<file path="config.mk">
export PLATFORM = sky130hd
export DESIGN_NAME = tdw_cipher_top
export DESIGN_NICKNAME = d
export VERILOG_FILES = /design/src/rtl/tdw_cipher_pkg.sv /design/src/rtl/tdw_keystream.sv /design/src/rtl/tdw_xor_lane.sv /design/src/rtl/tdw_cipher_top.sv
export SDC_FILE = /design/constraint.sdc
export NUM_CORES = 1
export LEC_CHECK = 0
export ABC_CLOCK_PERIOD_IN_PS = 3330
export CAP_MARGIN = 20
export CORE_ASPECT_RATIO = 0.8
export CORE_MARGIN = 3
export CORE_UTILIZATION = 42
export CTS_CLUSTER_SIZE = 28
export DETAILED_ROUTE_END_ITERATION = 10
export DONT_BUFFER_PORTS = 1
export GPL_ROUTABILITY_DRIVEN = 0
export PLACE_DENSITY_LB_ADDON = 0.15
export SLEW_MARGIN = 0
export SYNTH_ARGS = -nofsm -noshare
export SYNTH_HDL_FRONTEND = slang
export SYNTH_HIERARCHICAL = 1
export SYNTH_SLANG_ARGS = --single-unit
</file>
<file path="constraint.sdc">
create_clock -name clk -period 3.33 [get_ports clk]
set_input_delay 0.666 -clock clk [delete_from_list [all_inputs] [get_ports clk]]
set_output_delay 0.666 -clock clk [all_outputs]
set_load 0.02 [all_outputs]
</file>
<file path="src/rtl/tdw_cipher_pkg.sv">
package tdw_cipher_pkg;

    localparam int STATE_W = 288;
    localparam int KEY_W   = 80;

    // One update of the generator: returns {output_bit, next_state}.
    // Vector bit n-1 holds state position n.
    function automatic logic [STATE_W:0] nlfsr_step(input logic [STATE_W-1:0] s);
        logic a, b, c, z;
        logic [STATE_W-1:0] n;
        a = s[65]  ^ s[92];
        b = s[161] ^ s[176];
        c = s[242] ^ s[287];
        z = a ^ b ^ c;
        n            = '0;
        n[0]         = c ^ (s[285] & s[286]) ^ s[68];
        n[92:1]      = s[91:0];
        n[93]        = a ^ (s[90] & s[91]) ^ s[170];
        n[176:94]    = s[175:93];
        n[177]       = b ^ (s[174] & s[175]) ^ s[263];
        n[287:178]   = s[286:177];
        return {z, n};
    endfunction

    function automatic logic [STATE_W-1:0] seed_state(input logic [KEY_W-1:0] k,
                                                      input logic [KEY_W-1:0] v);
        return {3'b111, 108'd0, 4'd0, v, 13'd0, k};
    endfunction

endpackage

</file>
<file path="src/rtl/tdw_keystream.sv">
module tdw_keystream
    import tdw_cipher_pkg::*;
#(
    parameter int LANES      = 64,
    parameter int WARM_STEPS = 1152
) (
    input  logic              clk,
    input  logic              rst_n,
    input  logic              start,
    input  logic [KEY_W-1:0]  key,
    input  logic [KEY_W-1:0]  nonce,
    input  logic              advance,
    output logic              armed,
    output logic [LANES-1:0]  ks
);
    localparam int WARM_CYC = (WARM_STEPS + LANES - 1) / LANES;
    localparam int CW       = $clog2(WARM_CYC + 1);

    typedef struct packed {
        logic [STATE_W-1:0] st;
        logic [CW-1:0]      cnt;
        logic               warm;
        logic               rdy;
    } gen_t;

    gen_t q, d;
    logic [STATE_W-1:0] st_run;

    // LANES chained updates: keystream bits and the advanced state
    always_comb begin
        logic [STATE_W-1:0] s;
        logic [STATE_W:0]   r;
        s = q.st;
        ks = '0;
        for (int i = 0; i < LANES; i++) begin
            r     = nlfsr_step(s);
            ks[i] = r[STATE_W];
            s     = r[STATE_W-1:0];
        end
        st_run = s;
    end

    always_comb begin
        d = q;
        if (start) begin
            d.st   = seed_state(key, nonce);
            d.cnt  = CW'(WARM_CYC);
            d.warm = 1'b1;
            d.rdy  = 1'b0;
        end else if (q.warm) begin
            d.st  = st_run;
            d.cnt = q.cnt - CW'(1);
            if (q.cnt == CW'(1)) begin
                d.warm = 1'b0;
                d.rdy  = 1'b1;
            end
        end else if (q.rdy && advance) begin
            d.st = st_run;
        end
    end

    always_ff @(posedge clk) begin
        if (!rst_n) q <= '0;
        else        q <= d;
    end

    assign armed = q.rdy;

    assert_start_disarms_R3: assert property (@(posedge clk) disable iff (!rst_n)
        start |=> !armed);
    assert_arm_after_count_R3: assert property (@(posedge clk) disable iff (!rst_n)
        $rose(q.rdy) |-> ($past(q.cnt) == CW'(1)));
    assert_hold_when_idle_R5: assert property (@(posedge clk) disable iff (!rst_n)
        (q.rdy && !advance && !start) |=> $stable(q.st));
    assert_warm_excl_ready_R3: assert property (@(posedge clk) disable iff (!rst_n)
        !(q.warm && q.rdy));

endmodule

</file>
<file path="src/rtl/tdw_xor_lane.sv">
module tdw_xor_lane #(
    parameter int DATA_W = 32
) (
    input  logic              en,
    input  logic [DATA_W-1:0] mask_s,
    input  logic [DATA_W-1:0] mask_r,
    input  logic [DATA_W-1:0] stim_in,
    input  logic [DATA_W-1:0] resp_in,
    output logic [DATA_W-1:0] stim_out,
    output logic [DATA_W-1:0] resp_out
);
    for (genvar j = 0; j < DATA_W; j++) begin : g_bit
        assign stim_out[j] = stim_in[j] ^ (en & mask_s[j]);
        assign resp_out[j] = resp_in[j] ^ (en & mask_r[j]);
    end
endmodule

</file>
<file path="src/rtl/tdw_cipher_top.sv">
module tdw_cipher_top
    import tdw_cipher_pkg::*;
#(
    parameter int DATA_W     = 32,
    parameter int WARM_STEPS = 1152
) (
    input  logic              clk,
    input  logic              rst_n,
    input  logic              start_i,
    input  logic [79:0]       key_i,
    input  logic [79:0]       nonce_i,
    input  logic              beat_i,
    input  logic [DATA_W-1:0] stim_i,
    input  logic [DATA_W-1:0] resp_i,
    output logic [DATA_W-1:0] stim_o,
    output logic [DATA_W-1:0] resp_o,
    output logic              armed_o,
    output logic              xfer_ok_o
);
    localparam int LANES = 2 * DATA_W;

    logic [LANES-1:0] ks;
    logic             armed;

    tdw_keystream #(.LANES(LANES), .WARM_STEPS(WARM_STEPS)) u_gen (
        .clk     (clk),
        .rst_n   (rst_n),
        .start   (start_i),
        .key     (key_i),
        .nonce   (nonce_i),
        .advance (beat_i),
        .armed   (armed),
        .ks      (ks)
    );

    tdw_xor_lane #(.DATA_W(DATA_W)) u_xor (
        .en       (armed & beat_i),
        .mask_s   (ks[DATA_W-1:0]),
        .mask_r   (ks[LANES-1:DATA_W]),
        .stim_in  (stim_i),
        .resp_in  (resp_i),
        .stim_out (stim_o),
        .resp_out (resp_o)
    );

    assign armed_o   = armed;
    assign xfer_ok_o = armed & beat_i;

    assert_clear_until_armed_R4: assert property (@(posedge clk) disable iff (!rst_n)
        !armed_o |-> (stim_o == stim_i && resp_o == resp_i));
    assert_idle_unmasked_R5: assert property (@(posedge clk) disable iff (!rst_n)
        !beat_i |-> (stim_o == stim_i && resp_o == resp_i && !xfer_ok_o));
    assert_flag_needs_arm_R10: assert property (@(posedge clk) disable iff (!rst_n)
        xfer_ok_o |-> armed_o);

endmodule

</file>
==> results.txt, run 1 <==
Vias in the first global route: 16297
Core region area: 51800 µm²
Gr usage total: 32.7%
CP endpoint kind: output pin
Chip height: 212 µm
Drt first pass iters: 5
Initial antenna violation count: 2
Multi-input logic area: 14900 µm²
Ant diodes: 0
Synth Instances: 2202
Setup repair after global routing missed its margin: false
Post-CTS Setup Bufs: 0
Comb pwr share: 27.1%
HP Class: in -> reg
Clock Latency Late Sink: 0.56 ns
Row count: 74
Fillers: 4838
Area growth from synthesis to layout: 6.72%
Crit path launch type: flip-flop
Tcrit/Tclk final: 99.4%
# DRC: 0
Sink Count: 295
Pwr Total: 0.0116 W
Synth Warn #: 6
Sequential element share of the synthesized area: 26.5%
Largest net degree at the start of global routing: 328
Post-DRT Antenna Nets: 0
Setup Crit Path Kind: reg -> out
Post-Synthesis Cell Area: 22300 µm²
Gr ovfl total: 0
DP Wirelength: 72800 µm
FF+latch count, synth: 295
Global-route wire length before repair: 129000 µm
P_sw: 0.00379 W
Slew Viols, Final: 0
Initial DRC Count: 2530
Final TNS setup: 0 ns
Via count: 17397
Internal: 0.00785 W
Root Driver: clkbuf_16
WP data arrival: 2.64 ns
Layout cells sized above 1: 14.9%
Syn avg cell area: 10.1 µm²
Die Wd: 264 µm
Register area: 5910 µm²
Slew margin rel.: 48.2%
Final Skew: 0.0186 ns
Sequential share of power: 37.0%
Via-to-Cell Ratio: 6.18
H-tree Lvls: 2
Status: completed
Initial Util: 43.1%
Final layout net count: 2337
Die area: 55900 µm²
DR WL/cell: 33.6 µm
CTS Buf Count: 35
Leakage: 9.83 nW
Switching Fraction: 32.6%
PD cells: 489 nW/µm²
I/O Buffers: 0
Fin. Hold Viols: 0
Wirelength, routed: 94600 µm
Yosys cell types: 33
Minimum clock period: 3.31 ns
Reg clk slew, reported paths: 0.06 ns
Clock tree buffer depth: 3
Worst-Margin Slew: 0.775 ns
Ports: 294
CP required: 2.66 ns
Hold slack: 0.266 ns
Synth Net Count: 2432
CTS tree: yes
Critical path peak fanout: 6
Clock Power Share: 35.9%
Worst VDD drop: 259 µV
Max Cap Viol: 0
Hold buffer count at cts: 0
Max frequency: 0.302 GHz
Setup-failing EPs final: 0
## cell type report
type,instances,share of cell area [%]
repair buffers,118,4.04
flip-flops and latches,295,24.8
clock inverters,16,0.931
inverters,2,0.0316
multi-input cells,1655,62.5
clock buffers,47,4.08
well taps,684,3.60
## final timing paths
| path | from | to | slack (ns) | depth (start not counted) |
|---|---|---|---|---|
| setup reg to reg | u_gen/armed | u_gen/q[251] | 1.13 | 4 |
| hold / removal | nonce_i[27] | u_gen/q[127] | 0.27 | 2 |
| setup / recovery | u_gen/q[154] | stim_o[29] | 0.02 | 4 |
| hold reg to reg | u_gen/q[185] | u_gen/q[249] | 0.46 | 2 |
## sequential cells by signal, summed over array words and instances (netlist names)
signal / cells
u_gen/q: 294
u_gen/armed: 1
## cells in the mapped netlist (all sizes together)
cell    count  share of area (%)
nand2     379                6.4
xnor2     322                 16
dfxtp     295                 26
buf       179                5.7
nand3     128                2.9
nand4b    128                5.0
o211ai    128                4.3
xnor3     128                 13
clkbuf     71                1.2
nor2       69                1.2
xor2       65                2.6
a211oi     64                2.2
a21oi      64                1.5
xor3       64                6.8
mux2       35                1.8
nand2b     34               0.95
o211a      32                1.4
o21a        5               0.17
ha          2               0.11
inv         2              0.034
nor4b       2              0.079
o31a        2              0.079
a21o        1              0.067
and2        1              0.028
nor2b       1              0.028
nor4        1              0.028
## what timing repair did
| item | 4_1_cts | 5_1_grt |
|---|---|---|
| setup endpoints to repair | 0 | 1 |
| resized for setup | 0 | 1 |
| endpoints found under the hold margin | 0 | 0 |
## power groups by stage
stage          registers, W  clock network (W)  logic [W]
6_report            0.00430            0.00418    0.00316
3_3_place_gp        0.00434                  0    0.00310
3_5_place_dp        0.00434                  0    0.00308
5_1_grt             0.00429            0.00433    0.00327
4_1_cts             0.00427            0.00422    0.00311
2_1_floorplan       0.00395                  0    0.00260
## cell usage in the layout, fill, tap and decap left out
cell and count:
a211oi_1 64, a21o_4 1, a21oi_1 63, a21oi_4 1
and2_2 1, buf_12 6, buf_4 112, bufinv_16 5
clkbuf_1 7, clkbuf_16 35, clkbuf_8 5, clkinv_2 6
clkinvlp_4 2, dfxtp_1 295, ha_1 2, inv_1 2
inv_6 3, mux2_2 32, mux2_4 3, nand2_1 379
nand2b_1 32, nand2b_4 2, nand3_1 128, nand4b_1 128
nor2_1 69, nor2b_1 1, nor4_1 1, nor4b_1 2
o211a_1 32, o211ai_1 127, o211ai_2 1, o21a_1 5
o31a_1 2, xnor2_1 220, xnor2_2 102, xnor3_1 128
xor2_1 65, xor3_1 64
## layer usage
layer | up-vias | global-route usage (%) | share of wire, %
li1 | 7397 | - | -
met1 | 8557 | 46.2 | 41
met2 | 1235 | 46.9 | 41
met3 | 206 | 9.86 | 13
met4 | 2 | 12.8 | 4.6
met5 | - | 0 | 0.011
## worst max-delay path, stage by stage (launching register included)
cell,delay [ns]
dfxtp_1,0.64
xor2_1,0.61
xnor2_1,0.30
nand2_1,0.12
xnor2_1,0.42
## cell families after synthesis
| group | count (synthesis) | synth area share [%] |
|---|---|---|
| buffers and inverters | 252 | 6.92 |
| XOR/XNOR | 579 | 38.4 |
| flip-flops | 295 | 26.5 |
| AO/OA/AOI/OAI | 296 | 9.73 |
| multiplexers | 35 | 1.82 |
| adder cells (fa/ha/maj) | 2 | 0.112 |
| AND/OR/NAND/NOR | 743 | 16.6 |
## through the flow
stage	std cells	cell area (µm²)	utilization (%)	setup slack, ns
3_3_place_gp	2754	22600	43.6	0.724
4_1_cts	2817	23800	45.9	0.105
2_1_floorplan	2202	22300	-	1.00
3_5_place_dp	2754	22600	43.6	0.711
5_1_grt	2817	23800	46.0	0.0179
6_report	2817	23800	46.0	0.0191
No activity file was read; power rests on OpenSTA's default activity.
==> run 2, diff against run 1 <==
Settings changed: CORE_MARGIN 3 to not set, HOLD_SLACK_MARGIN set to 0.15.
==> run 2 against run 1 <==
Critical path depth is 1 higher. Sequential share of layout area grew 0.18 points. Count of clock-buffer cells in the layout rose by 1. Routed wire length is 1.6% lower. Clock skew down 0.0047 ns. Setup slack improved by 0.058 ns. Fmax up 1.8%. Combinational power is 2% lower. Flip-flop and latch count stayed put. Core utilization shrank 0.92 points. Critical endpoint unchanged. Largest cell class unchanged. Highest routed layer is now met4.
==> results.txt, run 2 (synthesis results as in run 1) <==
Via count: 17240 (was 17397)
# DRC: 0 (unchanged)
Layout cells sized above 1: 14.0% (was 14.9%)
CTS tree: yes (unchanged)
Comb pwr share: 26.5% (was 27.1%)
Drt first pass iters: 5 (unchanged)
Switching Fraction: 32.6% (about the same)
P_sw: 0.00381 W (was 0.00379 W)
Ports: 294 (unchanged)
Initial antenna violation count: 2 (unchanged)
Max frequency: 0.307 GHz (was 0.302 GHz)
Most frequent cells in the layout: nand2_1, dfxtp_1, xnor2_1 (unchanged)
Setup-failing EPs final: 0 (unchanged)
Crit-path cells: xnor2_2 -> xnor2_1 -> xnor2_1 -> nand2_1 -> xnor2_1 (was xor2_1 -> xnor2_1 -> nand2_1 -> xnor2_1)
Crit path largest cell delay: 0.75 ns (was 0.64 ns)
Leakage: 9.71 nW (was 9.83 nW)
Slowest CP cell: dfxtp_1 (unchanged)
Post-DRT Antenna Nets: 0 (unchanged)
Global-route wire length before repair: 127000 µm (was 129000 µm)
Final TNS setup: 0 ns (unchanged)
Crit path launch type: flip-flop (unchanged)
Post-route worst setup slack: 0.0766 ns (was 0.0191 ns)
Hold depth: 2 (unchanged)
CP most frequent cell: xnor2_1 (unchanged)
Slew Viols, Final: 0 (unchanged)
Post-layout util: 45.0% (was 46.0%)
Sink Count: 295 (unchanged)
Post-CTS resize count: 0 (unchanged)
Post-CTS Setup Bufs: 0 (unchanged)
Area growth from synthesis to layout: 5.99% (was 6.72%)
Tcrit/Tclk final: 97.7% (was 99.4%)
Die area: 54000 µm² (was 55900 µm²)
Worst VDD drop: 317 µV (was 259 µV)
Largest net degree at the start of global routing: 328 (unchanged)
HP Class: in -> reg (unchanged)
Setup repair after global routing missed its margin: false (unchanged)
Setup Crit Path Kind: reg -> out (unchanged)
Max reg flops: 294 (unchanged)
Vias in the first global route: 15964 (was 16297)
Row count: 75 (was 74)
Hold buffer count at cts: 0 (unchanged)
Worst-Margin Slew: 1.06 ns (was 0.775 ns)
WP data arrival: 2.59 ns (was 2.64 ns)
Leading cell type in the layout, fill and taps excluded: nand2_1 (unchanged)
FF-to-FF End: u_gen/q[200] (was u_gen/q[251])
CTS Buf Count: 36 (was 35)
Status: completed (unchanged)
Fillers: 4993 (was 4838)
DR WL/cell: 33.2 µm (was 33.6 µm)
Pwr Total: 0.0117 W (was 0.0116 W)
Clock Power Share: 36.5% (was 35.9%)
Root Driver: clkbuf_16 (unchanged)
Worst r2r src: u_gen/armed (unchanged)
Max Cap Viol: 0 (unchanged)
Clock Latency Late Sink: 0.57 ns (was 0.56 ns)
Wirelength, routed: 93100 µm (was 94600 µm)
Slew margin rel.: 29.1% (was 48.2%)
Internal: 0.00789 W (was 0.00785 W)
Gr usage total: 33.8% (was 32.7%)
Sequential share of power: 37.0% (about the same)
Via-to-Cell Ratio: 6.15 (was 6.18)
Gr ovfl total: 0 (unchanged)
CP endpoint kind: output pin (unchanged)
Initial Util: 42.5% (was 43.1%)
Minimum clock period: 3.25 ns (was 3.31 ns)
Fin. Hold Viols: 0 (unchanged)
Clock tree buffer depth: 3 (unchanged)
I/O Buffers: 0 (unchanged)
Final layout net count: 2309 (was 2337)
Reg clk slew, reported paths: 0.06 ns (about the same)
Pre-CTS setup slack: 0.709 ns (was 0.711 ns)
DP Wirelength: 71300 µm (was 72800 µm)
H-tree Lvls: 2 (unchanged)
CP required: 2.66 ns (about the same)
Min-delay src: nonce_i[61] (was nonce_i[27])
Hold EP: u_gen/q[161] (was u_gen/q[127])
Final Skew: 0.0139 ns (was 0.0186 ns)
Chip height: 208 µm (was 212 µm)
Critical path peak fanout: 6 (unchanged)
Initial DRC Count: 2453 (was 2530)
Register-to-register setup slack: 1.02 ns (was 1.13 ns)
Die Wd: 260 µm (was 264 µm)
PD cells: 495 nW/µm² (was 489 nW/µm²)
Biggest register: u_gen/q (unchanged)
R2R depth: 5 (was 4)
Core region area: 52500 µm² (was 51800 µm²)
[run 2: changes by cell type in the layout (fill, tap and decap cells not counted), sizes merged]
cell / before / now
buf: 118 / 89
bufinv: 5 / 4
clkbuf: 47 / 48
clkinv: 6 / 9
diode: 0 / 1
[run 2: worst max path at each step]
stage / start / end / slack, ns / depth (start not counted)
after floorplan: beat_i / resp_o[0] / 1.00 / 5
after global placement: u_gen/q[37] / resp_o[3] / 0.70 / 5
after detailed placement: u_gen/q[37] / resp_o[3] / 0.71 / 5
after CTS: u_gen/q[50] / stim_o[22] / 0.1 / 5
after global routing: u_gen/q[52] / stim_o[20] / 0.02 / 5
final: u_gen/q[70] / stim_o[29] / 0.08 / 5
[run 2: worst max-delay path: cells and delay by family (launching register included)]
kind | cells | cell delay [ns]
xor gates and xnor gates | 4 | 1.14
DFF | 1 | 0.75
and+or+nand+nor | 1 | 0.12
[run 2: stage by stage]
stage / std cells / instance area (µm²) / hold WS (ns)
3_3_place_gp: 2734 / 22400 / 0.455
5_1_grt: 2801 / 23600 / 0.246
4_1_cts: 2800 / 23600 / 0.224
2_1_floorplan: 2202 / 22300 / 0.437
3_5_place_dp: 2734 / 22400 / 0.464
6_report: 2801 / 23600 / 0.259
[run 2: layout make-up]
cell class / instances / area (µm²) / area share, %
multi-input combinational: 1655 / 14900 / 62.9
sequential: 295 / 5910 / 25.0
clock buffer: 48 / 1040 / 4.39
tap: 693 / 867 / 3.67
timing repair buffer: 89 / 731 / 3.09
clock inverter: 18 / 206 / 0.874
inverter: 2 / 7.51 / 0.0318
antenna: 1 / 2.50 / 0.0106
[run 2: power groups by stage]
| stage | combinational, W | sequential (W) | clock [W] |
|---|---|---|---|
| floorplan | 0.00260 | 0.00395 | 0 |
| global placement | 0.00303 | 0.00437 | 0 |
| detailed placement | 0.00302 | 0.00437 | 0 |
| CTS | 0.00305 | 0.00429 | 0.00428 |
| global route | 0.00321 | 0.00431 | 0.00442 |
| finish | 0.00310 | 0.00433 | 0.00426 |
[run 2: per-layer routing]
metal	routed length, µm	vias to the layer above	GRT usage, %
met1	39400	8607	48.6
met3	11700	154	10.1
met2	38000	1137	47.0
met5	0	-	0
li1	-	7342	-
met4	3950	0	13.3
